File: src/rtl/bdp_pkg.sv
package bdp_pkg;
  localparam int CTL_W   = 14;
  localparam int B_A_OE  = 13;
  localparam int B_A_LD  = 12;
  localparam int B_B_OE  = 11;
  localparam int B_B_LD  = 10;
  localparam int B_SUB   = 9;
  localparam int B_ALU_OE= 8;
  localparam int B_PC_LD = 7;
  localparam int B_PC_OE = 6;
  localparam int B_PC_INC= 5;
  localparam int B_MAR_LD= 4;
  localparam int B_RAM_WE= 3;
  localparam int B_RAM_OE= 2;
  localparam int B_IR_LD = 1;
  localparam int B_IR_OE = 0;
  localparam int N_SRC   = 6;
endpackage

File: src/rtl/bdp_bus_mux.sv
module bdp_bus_mux #(
  parameter int N  = 6,
  parameter int DW = 8
) (
  input  logic [N-1:0]         oe,
  input  logic [N-1:0][DW-1:0] src,
  output logic [DW-1:0]        bus
);
  logic [N:0][DW-1:0] chain;
  assign chain[0] = '0;
  for (genvar i = 0; i < N; i++) begin : g_src
    assign chain[i+1] = chain[i] | (src[i] & {DW{oe[i]}});
  end
  assign bus = chain[N];
endmodule

File: src/rtl/bdp_pc.sv
module bdp_pc #(
  parameter int AW = 4
) (
  input  logic          clk,
  input  logic          rst,
  input  logic          ld,
  input  logic          inc,
  input  logic [AW-1:0] din,
  output logic [AW-1:0] pc
);
  always_ff @(posedge clk) begin
    if (rst)      pc <= '0;
    else if (ld)  pc <= din;
    else if (inc) pc <= pc + 1'b1;
  end
endmodule

File: src/rtl/bdp_ram.sv
module bdp_ram #(
  parameter int DW = 8,
  parameter int AW = 4,
  parameter logic [(2**AW)*DW-1:0] IMAGE = '0
) (
  input  logic          clk,
  input  logic          rst,
  input  logic          we,
  input  logic [AW-1:0] addr,
  input  logic [DW-1:0] wdata,
  output logic [DW-1:0] rdata
);
  localparam int DEPTH = 2**AW;
  logic [DW-1:0] mem [DEPTH];

  always_ff @(posedge clk) begin
    for (int i = 0; i < DEPTH; i++) begin
      if (rst)                          mem[i] <= IMAGE[i*DW +: DW];
      else if (we && addr == AW'(i))    mem[i] <= wdata;
    end
  end
  assign rdata = mem[addr];
endmodule

File: src/rtl/bdp_alu.sv
module bdp_alu #(
  parameter int DW = 8
) (
  input  logic          clk,
  input  logic          rst,
  input  logic [DW-1:0] a,
  input  logic [DW-1:0] b,
  input  logic          sub,
  input  logic          flag_en,
  output logic [DW-1:0] result,
  output logic          carry_q,
  output logic          zero_q
);
  function automatic logic [DW:0] add_sub(input logic [DW-1:0] x,
                                          input logic [DW-1:0] y,
                                          input logic          s);
    logic [DW-1:0] yy;
    yy = s ? ~y : y;
    return {1'b0, x} + {1'b0, yy} + {{DW{1'b0}}, s};
  endfunction

  logic [DW:0] sum;
  assign sum    = add_sub(a, b, sub);
  assign result = sum[DW-1:0];

  always_ff @(posedge clk) begin
    if (rst) begin
      carry_q <= 1'b0;
      zero_q  <= 1'b0;
    end else if (flag_en) begin
      carry_q <= sum[DW];
      zero_q  <= (sum[DW-1:0] == '0);
    end
  end
endmodule

File: src/rtl/busdp_core.sv
module busdp_core
  import bdp_pkg::*;
#(
  parameter int DW = 8,
  parameter int AW = 4,
  parameter logic [(2**AW)*DW-1:0] MEM_IMAGE = '0
) (
  input  logic             clk,
  input  logic             rst,
  input  logic [CTL_W-1:0] ctl,
  output logic [DW-AW-1:0] opcode_o,
  output logic             carry_o,
  output logic             zero_o,
  output logic [DW-1:0]    bus_o
);
  localparam int OP_W = DW - AW;

  logic a_oe, a_ld, b_oe, b_ld, sub_sel, alu_oe;
  logic pc_ld, pc_oe, pc_inc, mar_ld, ram_we, ram_oe, ir_ld, ir_oe;
  assign a_oe    = ctl[B_A_OE];
  assign a_ld    = ctl[B_A_LD];
  assign b_oe    = ctl[B_B_OE];
  assign b_ld    = ctl[B_B_LD];
  assign sub_sel = ctl[B_SUB];
  assign alu_oe  = ctl[B_ALU_OE];
  assign pc_ld   = ctl[B_PC_LD];
  assign pc_oe   = ctl[B_PC_OE];
  assign pc_inc  = ctl[B_PC_INC];
  assign mar_ld  = ctl[B_MAR_LD];
  assign ram_we  = ctl[B_RAM_WE];
  assign ram_oe  = ctl[B_RAM_OE];
  assign ir_ld   = ctl[B_IR_LD];
  assign ir_oe   = ctl[B_IR_OE];

  logic [DW-1:0] bus_w, a_q, b_q, ir_q, alu_res, ram_rd;
  logic [AW-1:0] mar_q, pc_q;
  logic          carry_q, zero_q;

  logic [N_SRC-1:0]         src_oe;
  logic [N_SRC-1:0][DW-1:0] src_val;
  assign src_oe  = {ir_oe, ram_oe, pc_oe, alu_oe, b_oe, a_oe};
  assign src_val = {{{OP_W{1'b0}}, ir_q[AW-1:0]}, ram_rd,
                    {{OP_W{1'b0}}, pc_q}, alu_res, b_q, a_q};

  bdp_bus_mux #(.N(N_SRC), .DW(DW)) u_bus (
    .oe(src_oe), .src(src_val), .bus(bus_w)
  );

  bdp_pc #(.AW(AW)) u_pc (
    .clk(clk), .rst(rst), .ld(pc_ld), .inc(pc_inc),
    .din(bus_w[AW-1:0]), .pc(pc_q)
  );

  bdp_ram #(.DW(DW), .AW(AW), .IMAGE(MEM_IMAGE)) u_ram (
    .clk(clk), .rst(rst), .we(ram_we), .addr(mar_q),
    .wdata(bus_w), .rdata(ram_rd)
  );

  bdp_alu #(.DW(DW)) u_alu (
    .clk(clk), .rst(rst), .a(a_q), .b(b_q), .sub(sub_sel),
    .flag_en(sub_sel | alu_oe), .result(alu_res),
    .carry_q(carry_q), .zero_q(zero_q)
  );

  always_ff @(posedge clk) begin
    if (rst) begin
      a_q   <= '0;
      b_q   <= '0;
      ir_q  <= '0;
      mar_q <= '0;
    end else begin
      if (a_ld)   a_q   <= bus_w;
      if (b_ld)   b_q   <= bus_w;
      if (ir_ld)  ir_q  <= bus_w;
      if (mar_ld) mar_q <= bus_w[AW-1:0];
    end
  end

  assign opcode_o = ir_q[DW-1:AW];
  assign carry_o  = carry_q;
  assign zero_o   = zero_q;
  assign bus_o    = bus_w;
endmodule

File: config.mk
export PLATFORM = sky130hd
export DESIGN_NAME = busdp_core
export DESIGN_NICKNAME = d
export VERILOG_FILES = /design/src/rtl/bdp_pkg.sv /design/src/rtl/bdp_bus_mux.sv /design/src/rtl/bdp_pc.sv /design/src/rtl/bdp_ram.sv /design/src/rtl/bdp_alu.sv /design/src/rtl/busdp_core.sv
export SDC_FILE = /design/constraint.sdc
export NUM_CORES = 1
export LEC_CHECK = 0
export BUFFER_PORTS_ARGS = -buffer_cell sky130_fd_sc_hd__buf_2
export CORE_MARGIN = 5
export CORE_UTILIZATION = 60
export CTS_CLUSTER_DIAMETER = 100
export CTS_CLUSTER_SIZE = 28
export DETAILED_ROUTE_END_ITERATION = 8
export GPL_ROUTABILITY_DRIVEN = 0
export PLACE_DENSITY_LB_ADDON = 0.08
export REMOVE_ABC_BUFFERS = 1
export SLEW_MARGIN = 0
export SYNTH_ARGS = -nofsm -noshare
export SYNTH_HDL_FRONTEND = slang
export SYNTH_HIERARCHICAL = 1
export SYNTH_SLANG_ARGS = --single-unit
File: constraint.sdc
create_clock -name clk -period 5.9 [get_ports clk]
set_clock_uncertainty 0.05 [all_clocks]
set_input_delay 1.18 -clock clk [delete_from_list [all_inputs] [get_ports clk]]
set_output_delay 1.18 -clock clk [all_outputs]
set_load 0.01 [all_outputs]
# Yosys cells after proc, flatten, opt, wreduce, memory -nomap -nowiden
# Memory sizes are Yosys's and may differ from the RTL's. A register that Yosys moved wholly into a read port is not among the register bits.
# Cells that the tools add are included.
# W data, S select, Z words.
op_classes:
  addsub: 3
  n_eq_ne: 15
  muxes: 71
  bitwise: 29
  n_reduce_logical: 19
ops:
  columns: ["cell", "count"]
  rows:
  - ["$mux W8", 17]
  - ["$mux W1", 50]
  - ["$or A8 B8 Y8", 5]
  - ["$and A8 B8 Y8", 4]
  - ["$eq A4 B4 Y1 const B", 8]
  - ["$or A1 B1 Y1", 17]
  - ["$and A4 B8 Y8", 2]
  - ["$eq A4 B3 Y1 const B", 4]
  - ["$logic_and A1 B1 Y1", 16]
  - ["$mux W4", 4]
  - ["$add A8 B8 Y9", 1]
  - ["$add A9 B1 Y9", 1]
  - ["$eq A4 B2 Y1 const B", 2]
  - ["$logic_not A8 Y1", 1]
  - ["$not A8 Y8", 1]
  - ["$add A4 B1 Y4 const B", 1]
  - ["$eq A4 B1 Y1 const B", 1]
  - ["$logic_not A4 Y1", 1]
  - ["$reduce_bool A2 Y1", 1]
totals:
  reg_bits: 34
  ram_bits: 128
  input_bits: 16
  output_inout_bits: 14
  elab_cells: 145
  mem_count: 1
mem_list:
  columns: ["memory", "depth", "word_bits", "read_ports", "rd_clocked_by_memory_dff", "wr", "line_no", "rtl"]
  rows:
  - ["u_ram.mem", 16, 8, 1, 1, 16, "bdp_ram.sv:14", "logic [DW-1:0] mem [DEPTH];"]

# Longest topological paths before layout
# Gate-level depths: netlist of run 1.
logic_depth:
  word_depth: 11
  mapped_depth: 13
  ltp_nobuf: 11

# Modules after synthesis
# The synthesis of run 1 kept the hierarchy.
by_module_without_submodules:
  columns: ["module", "n_inst", "cells_each", "area_each_um2", "seq_area_each_um2"]
  rows:
  - ["bdp_ram", 1, 384, 6037.0, 3843.7]
  - ["busdp_core", 1, 97, 1054.8, 560.5]
  - ["bdp_alu", 1, 64, 534.3, 40.0]
  - ["bdp_bus_mux", 1, 38, 250.2, 0.0]
  - ["bdp_pc", 1, 22, 205.2, 80.1]

# Worst setup path before layout of run 1
# No wires, ideal clock.
synth_timing:
  path_kind: "input -> output"
  from: "input port ctl[9]"
  to: "output port bus_o[6]"
  arrival_ns: 3.105
  t_required_ns: 4.670
  path_slack_ns: 1.565
  stages: 10
  path_buffers: 2
  path_cell_list: "buf_6 xor2_1 ha_1 nor2b_2 o31a_2 o31a_1 nor3_2 buf_4 a22oi_1 nand3_1"
synth_between:
  elab_chain_cells: 8
synth_lines:
  columns: ["item", "line_no", "rtl"]
  rows:
  - ["start: declaration", "busdp_core.sv:10", "input logic [CTL_W-1:0] ctl,"]
  - ["$mux W8", "bdp_alu.sv:18", "yy = s ? ~y : y;"]
  - ["$add A8 B8 Y9", "bdp_alu.sv:19", "return {1'b0, x} + {1'b0, yy} + {{DW{1'b0}}, s};"]
  - ["$add A9 B1 Y9 (*)", "bdp_alu.sv:19", null]
  - ["via u_alu.sum[6]", "bdp_alu.sv:22", "logic [DW:0] sum;"]
  - ["$and A8 B8 Y8 (*)", "bdp_bus_mux.sv:12", "assign chain[i+1] = chain[i] | (src[i] & {DW{oe[i]}});"]
  - ["$or A8 B8 Y8 (*) (4 in series)", "bdp_bus_mux.sv:12", null]
  - ["end: declaration", "busdp_core.sv:14", "output logic [DW-1:0] bus_o"]
# Mark *: on every way through the listed nets, which the timed path passes. The rest lies on a longest branch.

# Worst setup path after layout of run 1
layout_timing:
  from: "input port ctl[9]"
  to: "output port bus_o[6]"
layout_between:
  elab_chain_cells: 8
layout_lines:
  columns: ["item", "line_no", "rtl"]
  rows:
  - ["$mux W8", "bdp_alu.sv:18", null]
  - ["$add A8 B8 Y9", "bdp_alu.sv:19", null]
  - ["$add A9 B1 Y9 (*)", "bdp_alu.sv:19", null]
  - ["via alu_res[6]", "busdp_core.sv:35", "logic [DW-1:0] bus_w, a_q, b_q, ir_q, alu_res, ram_rd;"]
  - ["$and A8 B8 Y8 (*)", "bdp_bus_mux.sv:12", null]
  - ["$or A8 B8 Y8 (*) (4 in series)", "bdp_bus_mux.sv:12", null]
# Marked as above.

==> results of run 1 <==
report_power, final:
part | switching, W | total [W] | internal, W
clock | 0.000457 | 0.00109 | 0.000638
combinational | 0.000658 | 0.00106 | 0.000400
sequential | 0.0000905 | 0.00146 | 0.00137
kinds of logic (layout without fill, tap and decap cells):
family	after synthesis	in the layout
AND/OR/NAND/NOR	223	223
flip-flops	162	162
AO/OA/AOI/OAI	74	74
multiplexers	64	64
buffers and inverters	57	78
XOR/XNOR	15	15
adder cells (fa/ha/maj)	9	9
other	1	8
metrics by stage:
stage | hold WS (ps) | worst slack (ps) | power [W] | cell area [um2]
floorplan | 411 | 1700 | 0.00210 | 7780
global placement | 393 | 1030 | 0.00249 | 8230
detailed placement | 413 | 920 | 0.00252 | 8230
CTS | 421 | 908 | 0.00362 | 8820
global route | 454 | 693 | 0.00379 | 8820
finish | 417 | 910 | 0.00361 | 8820
layer usage:
metal	up-vias	part of all wire	global-route usage	wire, um
li1	2253	-	-	-
met1	2426	0.44	0.329	7840
met2	154	0.49	0.374	8710
met3	29	0.049	0.0419	873
met4	0	0.021	0.0871	380
met5	-	0	0	0
critical path, stage by stage:
cell     delay, ps
buf_2          240
xor2_1         190
ha_1           290
nor2b_2        180
o31a_2         300
o31a_1         280
nor3_2         230
a22oi_1        110
nand3_1        340
buf_4          260
buf_2          150
sequential cells by signal, indices dropped and copies added, names as in the netlist:
name / cells
b_q: 8
mar_q: 4
a_q: 8
u_ram/mem: 128
u_alu/zero_q: 1
ir_q: 8
u_alu/carry_q: 1
u_pc/pc: 4
layout make-up:
cell class / instances / area [um2]
flip-flops and latches: 162 / 4530
well taps: 176 / 220
fillers: 974 / 4420
inverters: 6 / 22.5
clock inverters: 14 / 150
repair buffers: 40 / 228
clock buffers: 18 / 439
multi-input cells: 393 / 3230
layout by cell type (no fill, tap or decap), drive strengths merged, types with 2 or more instances in the layout:
cell type    n
and2       129
edfxtp     128
nor2        52
a22oi       40
buf         40
dfxtp       34
mux4        32
mux2i       31
clkbuf      18
nand2       16
o21bai      16
xor2        11
inv         10
ha           8
conb         8
nand3        8
a21oi        5
clkinv       5
o21a         4
xnor2        4
o21ai        4
clkinvlp     3
nor2b        3
or2          2
bufinv       2
or4          2
nand4bb      2
o31a         2
nor3         2
worst min path at each step:
stage                            start      endpoint  slack (ps)  cells after the start
after global placement    u_alu/zero_q  u_alu/zero_q         390                      2
after detailed placement  u_alu/zero_q  u_alu/zero_q         410                      2
final                     u_alu/zero_q  u_alu/zero_q         420                      2
after global routing      u_alu/zero_q  u_alu/zero_q         450                      2
after floorplan                ir_q[0]       ir_q[0]         410                      2
after CTS                 u_alu/zero_q  u_alu/zero_q         420                      2
==> out/qor.txt, run 1 <==
Final HPWL DP -> 11,800 um
Slew Limit Fails -> 0
diode count -> 0
Die Area -> 15,900 um2
Pwr Density -> 409 nW/um2
gate count after technology mapping -> 605
buffer depth of the longest clock path -> 2
synth-to-layout area growth -> 9.12%
Critical R2R Launch -> mar_q[0]
DRC viols -> 0
Worst Hold Class -> register to register
Worst Setup EP -> bus_o[6]
synth warn -> 6
critical path peak fanout -> 11
Post-Synth XOR/XNOR Area -> 0.0163
Synth area leader -> edfxtp_1
nets -> 645
setup_tns -> 0 ps
IO Port Bufs -> 29
Synth area leaders -> edfxtp_1, and2_1, dfxtp_1
Cells after DPL -> 777
die height -> 126 um
worst rel slew slack -> 0.363
Synth Cell Area -> 8080 um2
Crit. End Element -> output port
R2R Setup Slk -> 2330 ps
Initial Util -> 0.610
Synth Area in Compound Gates -> 0.0678
Final Critical Period -> 4990 ps
Final Hold Fails -> 0
post-synthesis adder-cell area fraction -> 0.0149
part of the cycle the worst path needs -> 0.846
clock latency on the worst-skew pair -> 430 ps
die span in x -> 126 um
cts hold-fix bufs -> 0
cells resized by post-CTS repair -> 0
Post-CTS Setup Bufs -> 0
final cell count without fillers -> 809
area fraction of the dominant cell type after synthesis -> 0.476
final wirelength -> 17,800 um
initial antenna violation count -> 0
GRT overflow -> 0
number of H-tree levels -> 4
First-pass DRT Iterations -> 5
TritonCTS Sinks -> 162
CTS root buf -> clkbuf_16
dominant synthesized flop cell -> edfxtp_1
outcome -> finished clean
Max Freq -> 200 MHz
# IOs -> 30
critical path required time -> 4670 ps
Avg Cell Area, Syn -> 13.4 um2
WL/cell -> 22.0 um
worst-margin pin slew -> 954 ps
CP startpoint kind -> input port
CTS tree -> done
main combinational cell family by area after synthesis -> simple AND/OR/NAND/NOR gates
Synth top cells by count -> and2_1, edfxtp_1, nor2_1
simple-gate share of the synthesized area -> 0.158
RSZ-0062 raised after global routing -> false
number of synthesized flops with an enable pin -> 128
max-cap violations -> 0
CP startpoint -> ctl[9]
# rows -> 42
ys async rst share -> 0
worst flop-to-flop path endpoint -> u_ram/mem[5][0]
vias in the first global route -> 4,960
proportion of synthesized chip area in sequential cells -> 0.560
post-synthesis mux area share -> 0.140
critical path class -> input port to output port
Final Setup Violations -> 0
clock-pin slew on the worst setup and hold paths -> 60 ps
First DRT Iteration DRCs -> 422
post-layout util -> 0.666
Yosys reg bits -> 162
R2R cell count -> 7
static leakage -> 3.45 nW
first-pass GRT wire length -> 28,300 um
vias per inst -> 6.01
DRT antenna net count -> 0
GRT Total Usage -> 0.236
core area -> 13,200 um2
pin count of the biggest net entering global routing -> 56
Num CTS Buffers -> 17
CP Data Arrival Time -> 3760 ps
top-count cell post-synth -> and2_1
Synth cell types -> 50
detailed-route via count -> 4,862
share of cells above drive strength 1 -> 0.153
Worst VDD drop -> 0.278 mV
Note: power is estimated with default switching activity, not from simulation.
==> run 2, diff against run 1 <==
--- a/config.mk
+++ b/config.mk
@@ -5,6 +5,7 @@
 export SDC_FILE = /design/constraint.sdc
 export NUM_CORES = 1
 export LEC_CHECK = 0
+export ABC_AREA = 1
 export BUFFER_PORTS_ARGS = -buffer_cell sky130_fd_sc_hd__buf_2
 export CORE_MARGIN = 5
 export CORE_UTILIZATION = 60
==> constraint.sdc (replaced) <==
create_clock -name clk -period 4.8 [get_ports clk]
set_clock_uncertainty 0.05 [all_clocks]
set_input_delay 0.96 -clock clk [delete_from_list [all_inputs] [get_ports clk]]
set_output_delay 0.96 -clock clk [all_outputs]
set_load 0.01 [all_outputs]
==> out/qor.txt, run 2 <==
R2R Setup Slk -> 1740 ps (-590 ps)
Min-Delay Endpoint -> ir_q[2]
number of H-tree levels -> 4 (unchanged)
commonest non-fill, non-tap cell in the layout -> nand2_1
synth-to-layout area growth -> 7.63%
WL/cell -> 15.6 um (-29%)
post-layout util -> 0.664 (-0.00196)
cells resized by post-CTS repair -> 0 (unchanged)
Final Critical Period -> 3820 ps
DRC viols -> 0 (unchanged)
TritonCTS Sinks -> 162 (unchanged)
Final Setup Violations -> 0 (unchanged)
hold path depth -> 2 (unchanged)
area fraction of the dominant cell type after synthesis -> 0.445 (-0.0302)
Worst Hold Class -> register to register
setup_tns -> 0 ps (unchanged)
die height -> 130 um (+3.1%)
critical path peak fanout -> 41 (+30)
first-pass GRT wire length -> 33,400 um (+18%)
Max Freq -> 262 MHz
max FFs per register -> 128 (unchanged)
proportion of synthesized chip area in sequential cells -> 0.524 (-0.0356)
Slew Limit Fails -> 0 (unchanged)
worst rel slew slack -> 0.126 (-0.237)
Synth area leader -> edfxtp_1
Synth Cell Area -> 8630 um2 (+6.8%)
Worst VDD drop -> 0.269 mV (-3.5%)
number of synthesized flops with an enable pin -> 128 (unchanged)
CP startpoint kind -> register
IO Port Bufs -> 29 (unchanged)
Synth cell types -> 35 (-30%)
Final HPWL DP -> 13,400 um (+13%)
First-pass DRT Iterations -> 5 (unchanged)
synth warn -> 6 (unchanged)
Synth top cells by count -> nand2_1, nor2_1, edfxtp_1
dominant synthesized flop cell -> edfxtp_1
CTS tree -> done
nets -> 1,151 (+78%)
Critical R2R Launch -> mar_q[0]
core area -> 14,000 um2 (+5.6%)
vias per inst -> 5.22 (-13%)
Pwr Density -> 417 nW/um2 (+1.9%)
DRT antenna net count -> 0 (unchanged)
Num CTS Buffers -> 17 (unchanged)
CTS root buf -> clkbuf_16
Synth area leaders -> edfxtp_1, nand2_1, nor2_1
First DRT Iteration DRCs -> 641 (+52%)
worst-margin pin slew -> 1300 ps (+344 ps)
Initial Util -> 0.617 (+0.00664)
buffer depth of the longest clock path -> 2 (unchanged)
static leakage -> 4.66 nW (+35%)
outcome -> finished clean
Post-CTS Setup Bufs -> 0 (unchanged)
Final Hold Fails -> 0 (unchanged)
Yosys reg bits -> 162 (unchanged)
Crit. End Element -> output port
Avg Cell Area, Syn -> 7.63 um2 (-43%)
pin count of the biggest net entering global routing -> 69 (+23%)
R2R cell count -> 16 (+9)
ys async rst share -> 0 (unchanged)
detailed-route via count -> 6,883 (+42%)
diode count -> 0 (unchanged)
# rows -> 43 (+2.4%)
CP Data Arrival Time -> 2810 ps (-950 ps)
Reg with most FFs -> u_ram/mem
top-count cell post-synth -> nand2_1
# IOs -> 30 (unchanged)
RSZ-0062 raised after global routing -> false
die span in x -> 130 um (+3.1%)
GRT overflow -> 0 (unchanged)
critical path class -> register to output port
initial antenna violation count -> 0 (unchanged)
clock-pin slew on the worst setup and hold paths -> 60 ps (about the same)
vias in the first global route -> 6,455 (+30%)
share of cells above drive strength 1 -> 0.0799 (-0.0733)
max-cap violations -> 0 (unchanged)
GRT Total Usage -> 0.260 (+0.0246)
final wirelength -> 20,500 um (+15%)
commonest cells after routing, fill and taps aside -> nand2_1, nor2_1, edfxtp_1, inv_1, dfxtp_1
worst flop-to-flop path endpoint -> u_ram/mem[0][0]
clock latency on the worst-skew pair -> 430 ps (about the same)
gate count after technology mapping -> 1,131 (+87%)
critical path required time -> 3790 ps (-880 ps)
Worst Hold Launch -> ir_q[2]
Tot Pwr -> 0.00388 W (+7.4%)
cts hold-fix bufs -> 0 (unchanged)
part of the cycle the worst path needs -> 0.796
Die Area -> 16,900 um2 (+6.2%)
==> run 2: changes by cell type after synthesis, moves of 10 or more <==
cell      change
a22oi_1      -40
and2_1      -129
inv_1        +69
mux2i_1      -30
mux4_1       -22
mux4_2       -10
nand2_1     +516
nand3_1      +17
nor2_1      +154
o21bai_1     -15
==> run 2: report_power, final <==
group	total [W]	internal [W]	switching (W)
Clock	0.00142	0.000873	0.000547
Sequential	0.00165	0.00161	0.0000446
Combinational	0.000802	0.000206	0.000596
==> run 2: cells by family after synthesis <==
family          count (synthesis)  share of synthesized area
compound gates                 22                     0.0146
fa+ha+maj                       9                     0.0139
flops                         162                      0.524
other cells                     1                   0.000435
buf+inv                       145                     0.0806
xor+xnor                       10                     0.0102
simple gates                  782                      0.356
==> run 2: final cells by class <==
| type | instances | area [um2] |
|---|---|---|
| clock buffer | 20 | 437 |
| sequential | 162 | 4530 |
| multi-input combinational | 831 | 3440 |
| clock inverter | 12 | 180 |
| tap | 180 | 225 |
| fill | 1217 | 4700 |
| timing repair buffer | 34 | 183 |
| inverter | 80 | 302 |
==> run 2: worst max-delay path by stage <==
stage,from,to,slack [ps],depth (start not counted)
floorplan,mar_q[0],bus_o[3],790,13
finish,mar_q[0],bus_o[0],980,15
CTS,mar_q[0],bus_o[0],960,15
global placement,ctl[9],bus_o[7],1080,18
global route,mar_q[0],bus_o[0],700,15
detailed placement,ctl[9],bus_o[7],1060,17
==> run 2: worst max-delay path, cell delays in order (launching register included) <==
cell,delay (ps)
dfxtp_2,320
inv_2,550
buf_4,420
nand2_1,90
nand2_1,70
nand2_1,80
nand2_1,110
nand2_1,60
nand2_1,100
inv_1,40
nand2_1,70
nand2_1,60
nand2_1,70
nor2_1,40
nand2_1,140
buf_2,160
==> run 2: stage by stage <==
stage          std cells  hold WS, ps  cell area [um2]  setup slack (ps)
2_1_floorplan       1073          399             8260               791
3_3_place_gp        1287          407             8670              1080
3_5_place_dp        1287          412             8670              1060
4_1_cts             1319          421             9290               956
5_1_grt             1319          443             9290               698
6_report            1319          421             9290               979
==> run 2: per-layer routing <==
layer | vias up | GRT usage | wire (um)
met5 | - | 0 | 0
met1 | 3179 | 0.360 | 9120
met3 | 35 | 0.0512 | 1380
met2 | 214 | 0.422 | 9600
met4 | 0 | 0.0752 | 412
li1 | 3455 | - | -
==> run 3, diff against run 2 <==
--- a/config.mk
+++ b/config.mk
@@ -8,7 +8,7 @@
 export ABC_AREA = 1
 export BUFFER_PORTS_ARGS = -buffer_cell sky130_fd_sc_hd__buf_2
 export CORE_MARGIN = 5
-export CORE_UTILIZATION = 60
+export CORE_UTILIZATION = 56
 export CTS_CLUSTER_DIAMETER = 100
 export CTS_CLUSTER_SIZE = 28
 export DETAILED_ROUTE_END_ITERATION = 8
==> constraint.sdc (replaced) <==
create_clock -name clk -period 3.3 [get_ports clk]
set_clock_uncertainty 0.05 [all_clocks]
set_input_delay 0.66 -clock clk [delete_from_list [all_inputs] [get_ports clk]]
set_output_delay 0.66 -clock clk [all_outputs]
set_load 0.01 [all_outputs]
==> out/qor.txt, run 3 (synthesis gave the netlist of run 2 again) <==
pin count of the biggest net entering global routing -> 44 (-36%)
final cell count without fillers -> 1,347 (+2.1%)
Final Setup Violations -> 0 (unchanged)
GRT overflow -> 0 (unchanged)
Critical R2R Launch -> mar_q[0]
GRT Total Usage -> 0.240 (-0.0206)
clock-pin slew on the worst setup and hold paths -> 60 ps (about the same)
First DRT Iteration DRCs -> 514 (-20%)
IO Port Bufs -> 29 (unchanged)
DP Area -> 8890 um2 (+2.5%)
vias per inst -> 5.11 (-2.1%)
static leakage -> 4.81 nW (+3.2%)
Filler cells -> 1,360 (+12%)
First-pass DRT Iterations -> 5 (unchanged)
Worst Hold Class -> register to register
commonest cells after routing, fill and taps aside -> nand2_1, nor2_1, edfxtp_1, inv_1, dfxtp_1
register area -> 4530 um2 (unchanged)
Die Area -> 18,000 um2 (+6.6%)
# rows -> 45 (+4.7%)
R2R Setup Slk -> 710 ps (-1030 ps)
# IOs -> 30 (unchanged)
Initial Util -> 0.570 (-0.0471)
vias in the first global route -> 6,373 (-1.3%)
buffer depth of the longest clock path -> 2 (unchanged)
CTS root buf -> clkbuf_16
Min-Delay Endpoint -> u_alu/zero_q
diode count -> 0 (unchanged)
post-layout util -> 0.632 (-0.0317)
clock latency on the worst-skew pair -> 430 ps (about the same)
Pwr Density -> 610 nW/um2 (+46%)
R2R cell count -> 16 (unchanged)
worst rel slew slack -> 0.153 (+0.0269)
worst-margin pin slew -> 1260 ps (-39.9 ps)
DRT antenna net count -> 0 (unchanged)
Final Critical Period -> 3150 ps
core area -> 15,100 um2 (+8.3%)
setup_tns -> 0 ps (unchanged)
Worst Hold Launch -> u_alu/zero_q
number of H-tree levels -> 4 (unchanged)
Reg with most FFs -> u_ram/mem
critical path peak fanout -> 9 (-78%)
CP Data Arrival Time -> 2440 ps (-370 ps)
Slew Limit Fails -> 0 (unchanged)
DRC viols -> 0 (unchanged)
detailed-route via count -> 6,881 (-0.029%)
die span in x -> 134 um (+3.2%)
critical path class -> input port to output port
Worst VDD drop -> 0.399 mV (+49%)
WL/cell -> 15.5 um (-0.53%)
Final Hold Fails -> 0 (unchanged)
Max Freq -> 318 MHz
worst setup margin -> 152 ps (-828 ps)
CP startpoint kind -> input port
multi-input logic area -> 3450 um2 (+0.29%)
Num CTS Buffers -> 17 (unchanged)
TritonCTS Sinks -> 162 (unchanged)
Cells after DPL -> 1,313 (+2.0%)
CTS tree -> done
cts hold-fix bufs -> 0 (unchanged)
synth-to-layout area growth -> 11.0%
commonest non-fill, non-tap cell in the layout -> nand2_1
outcome -> finished clean
Place WS -> 108 ps (-951 ps)
part of the cycle the worst path needs -> 0.954
max FFs per register -> 128 (unchanged)
Crit. End Element -> output port
final instance area -> 9580 um2 (+3.1%)
nets -> 1,171 (+1.7%)
share of cells above drive strength 1 -> 0.0992 (+0.0193)
first-pass GRT wire length -> 33,400 um (about the same)
max-cap violations -> 0 (unchanged)
final wirelength -> 20,800 um (+1.6%)
Final HPWL DP -> 14,200 um (+5.6%)
initial antenna violation count -> 1 (+1)
worst flop-to-flop path endpoint -> u_ram/mem[5][0]
hold path depth -> 2 (unchanged)
die height -> 134 um (+3.2%)
critical path required time -> 2590 ps (-1200 ps)
[run 3: layout make-up]
class,instances,share of cell area
Multi-Input combinational cell,831,0.360
Timing Repair Buffer,54,0.0429
Sequential cell,162,0.473
Tap cell,188,0.0246
Clock inverter,10,0.0178
Clock buffer,22,0.0506
Inverter,80,0.0318
[run 3: worst max-delay path, stage by stage]
cell     delay, ps
buf_4          170
xor2_1         170
ha_1           350
a21oi_2        190
nor2_1          60
nor2_1         140
nand3_1        110
nand2_2         90
inv_1           40
nand2_1         50
nand2_1         50
nor2_1         110
nand2_2         90
buf_2          150
[run 3: worst max path at each step]
stage | startpoint | slack (ps) | depth (start not counted) | to
after floorplan | mar_q[0] | -440 | 4 | u_ram/mem[5][0]
after global placement | ctl[9] | 160 | 14 | bus_o[7]
after detailed placement | ctl[9] | 110 | 14 | bus_o[7]
after CTS | ctl[9] | 100 | 14 | bus_o[7]
after global routing | ctl[9] | -10 | 14 | bus_o[7]
final | ctl[9] | 150 | 14 | bus_o[7]
[run 3: repair_timing]
action	4_1_cts	5_1_grt
setup endpoints to repair	0	6
buffers inserted	0	2
gates resized for setup	0	6
[run 3: stage by stage]
stage / hold WS (ps) / power (W)
after detailed placement: 413 / 0.00371
final: 423 / 0.00584
after CTS: 421 / 0.00586
after global placement: 408 / 0.00369
after global routing: 447 / 0.00612
after floorplan: 399 / 0.00320
[run 3: routing by layer]
| metal | share of wire | track usage | vias to the layer above |
|---|---|---|---|
| met3 | 0.055 | 0.0394 | 30 |
| met4 | 0.023 | 0.0803 | 2 |
| met5 | 0.00062 | 0 | - |
| met1 | 0.45 | 0.332 | 3152 |
| met2 | 0.47 | 0.387 | 200 |
| li1 | - | - | 3497 |
[run 3: power breakdown]
group	switching, W	internal (W)	total (W)
Clock	0.000804	0.00136	0.00216
Sequential	0.0000665	0.00234	0.00241
Combinational	0.000881	0.000394	0.00128
